===== config.mk =====
export PLATFORM = sky130hd
export DESIGN_NAME = vcx_mul
export DESIGN_NICKNAME = d
export VERILOG_FILES = /design/src/rtl/vcx_mul.sv
export SDC_FILE = /design/constraint.sdc
export NUM_CORES = 2
export LEC_CHECK = 0
export ABC_AREA = 1
export CORE_UTILIZATION = 45
export DETAILED_ROUTE_END_ITERATION = 8
export DONT_BUFFER_PORTS = 1
export PLACE_DENSITY = 0.56
export SLEW_MARGIN = 10
export SYNTH_ARGS = -nofsm -noshare
export SYNTH_HDL_FRONTEND = slang
export SYNTH_SLANG_ARGS = --single-unit

===== constraint.sdc =====
create_clock -name vclk -period 10.79
set_clock_uncertainty 0.15 [all_clocks]
set_input_delay 0.5395 -clock vclk [all_inputs]
set_output_delay 0.5395 -clock vclk [all_outputs]
set_load 0.05 [all_outputs]

===== src/rtl/vcx_mul.sv =====
module vcx_mul #(
  parameter int W = 32
) (
  input  logic [W-1:0]   opa,
  input  logic [W-1:0]   opb,
  output logic [2*W-1:0] prod
);
  localparam bit WIDTH_OK = (W >= 2) && ((W & (W - 1)) == 0);
  localparam int HW = (W >= 2) ? W / 2 : 1;

  generate
    if (!WIDTH_OK) begin : g_bad
      $error("vcx_mul: W must be a power of two of at least 2");
      assign prod = '0;
    end else if (W == 2) begin : g_leaf
      logic t00, t01, t10, t11;
      logic s1, c1, s2, c2;
      assign t00 = opa[0] & opb[0];
      assign t10 = opa[1] & opb[0];
      assign t01 = opa[0] & opb[1];
      assign t11 = opa[1] & opb[1];
      assign s1 = t10 ^ t01;
      assign c1 = t10 & t01;
      assign s2 = t11 ^ c1;
      assign c2 = t11 & c1;
      assign prod = {c2, s2, s1, t00};
    end else begin : g_split
      logic [W-1:0]    p_ll, p_hl, p_lh, p_hh;
      logic [W:0]      mid;
      logic [3*HW-1:0] upper;

      vcx_mul #(.W(HW)) u_ll (.opa(opa[HW-1:0]), .opb(opb[HW-1:0]), .prod(p_ll));
      vcx_mul #(.W(HW)) u_hl (.opa(opa[W-1:HW]), .opb(opb[HW-1:0]), .prod(p_hl));
      vcx_mul #(.W(HW)) u_lh (.opa(opa[HW-1:0]), .opb(opb[W-1:HW]), .prod(p_lh));
      vcx_mul #(.W(HW)) u_hh (.opa(opa[W-1:HW]), .opb(opb[W-1:HW]), .prod(p_hh));

      assign mid   = {1'b0, p_hl} + {1'b0, p_lh};
      assign upper = {p_hh, p_ll[W-1:HW]} + {{(HW-1){1'b0}}, mid};
      assign prod  = {upper, p_ll[HW-1:0]};
    end
  endgenerate
endmodule


==> impl_results.md <==
- Area contributors post-synth: ha_1 26%, fa_1 24%, inv_1 17%
- Slew Limit Fails: 0
- Antenna viol nets, final: 0
- CP Launch Type: primary input
- Max Fanout on Critical Path: 32
- Syn nets: 8477
- I/O pin cnt: 128
- Fill cell count: 10.9k
- Worst EP required: 10100 ps
- First DRT Iteration DRCs: 1977
- Yosys Warn Count: 0
- Post-CTS Hold Fix Bufs: 0
- Minimum clock period after layout: 10150 ps
- Final WS setup: 643 ps
- I/O Buffers: 0
- Netlist Area Pre-Place: 47100 um^2
- Routed WL: 123 mm
- Antenna Cells: 0
- Syn_area_per_cell: 6.86 um^2
- Residual DRC: 0
- WL/cell: 15.2 um
- Setup WS pre-CTS: 565 ps
- Slew at the pin closest to its max-slew limit: 1110 ps
- Yosys top cell area share: 26.4%
- Worst endpoint data arrival time: 9460 ps
- CP max stage cell: fa_1
- Cell taking the most area after synthesis: ha_1
- Layout cells sized above 1: 1.42%
- Vias/cell: 4.74
- Gr ovfl total: 0
- Nets: 8336
- RD Place Congestion: 0.905
- Register area: 0 um^2
- FF+latch count: 0
- Slowest stage delay, CP: 540 ps
- CP Capture Type: output port
- RSZ-0062 raised after global routing: yes
- Die Y: 325 um
- Core area: 104000 um^2
- Initial antenna violation count: 1
- All-Layer GR Usage: 23.6%
- Unique masters post-synth: 40
- Status: finished clean
- MaxCap Viol Count: 0
- Clkbuf count: 0
- Rel. slew slack: 25.7%
- Crit path kind: primary input to output port
- Row cnt: 118
- Min-Delay Path Class: primary input to output port
- DR vias: 38.4k
- Maximum clock rate: 98.6 MHz
- Final setup viols: 0
- Area delta synth->final: 3.19%
- Period utilisation layout: 94.0%
- Register area share after synthesis: 0%
- TritonRoute pass-1 iters: 5
- Die area: 106000 um^2
- First-pass GRT wire length: 202 mm
- Initial core utilization: 45.4%
- Top-count cell post-synth: inv_1
- Final HPWL DP: 101 mm
- Top cell by count, worst path: nand2_1
- Final Hold Fails: 0
- Vias in the first global route: 38.3k
- Final core occ: 46.8%
- Post-Syn Instances: 6856
- Die width: 325 um
- Largest net degree at the start of global routing: 33
- Most frequent cells after synthesis: 2136 x inv_1, 1605 x nand2_1, 992 x ha_1
## area by class of cell
cell class | count | area, um^2 | area share, %
tap | 1380 | 1730 | 3.56
timing repair buffer | 51 | 470 | 0.969
inverter | 2140 | 8030 | 16.5
multi-input combinational | 4522 | 38300 | 78.9
## critical path, delay by kind of cell
kind            cells  cell delay (ps)
fa+ha+maj          11             3800
buf+inv            10              680
compound gates     10             1720
simple gates       18             1940
xor+xnor            3              740
## stage by stage
step | instances | hold WS, ps | TNS, ps | instance area [um^2]
2_1_floorplan | 6856 | 1170 | 0 | 47100
3_3_place_gp | 8093 | 1310 | 0 | 48500
3_5_place_dp | 8093 | 1290 | 0 | 48500
4_1_cts | 8093 | 1290 | 0 | 48500
5_1_grt | 8093 | 1300 | -23.8 | 48600
6_report | 8093 | 1290 | 0 | 48600
## metal layers
metal	vias to the layer above	GRT usage (%)	routed length, um
met5	-	0	13
met4	2	2.74	1640
met3	72	2.57	5810
met2	570	39.8	55300
met1	17900	33.1	60000
li1	19800	-	-
## cells by family (layout without fill, tap and decap cells)
kind of cell    count (synthesis)  after routing  share of synthesized area (%)
xor+xnor                      425            425                           7.95
compound gates                482            482                           5.54
simple gates                 2058           2058                           17.5
fa+ha+maj                    1557           1557                           50.4
buf+inv                      2334           2191                           18.6
## worst paths after layout
check	startpoint	end	cells after the start	slack, ps
setup / recovery	opb[16]	prod[62]	52	640
hold / removal	opb[0]	prod[0]	2	1290
## what timing repair did
action	in CTS	in global routing
endpoints found under the setup margin	0	16
buffers inserted	0	0
gates resized for setup	0	8
## cell usage in the layout (no fill, tap or decap), types with 4 or more instances in the layout
master / n
inv_2: 4
ha_1: 992
o21ai_1: 8
nor2_2: 6
buf_12: 7
nand4_1: 17
nand3b_1: 9
and2_1: 4
o21bai_1: 19
fa_1: 565
xnor2_1: 185
xor2_1: 235
nor3_1: 11
and3_1: 5
nand2_1: 1605
a21oi_1: 311
or2_2: 7
inv_1: 2136
o21a_1: 4
a31oi_1: 19
a21o_1: 27
buf_4: 44
nor2_1: 162
a21boi_0: 5
o21ai_0: 75
nand3_1: 215
nand2_2: 8
Power is left out: the tool's default activity adds up to more than one toggle a clock period on the data nets, which glitch-free logic cannot reach.
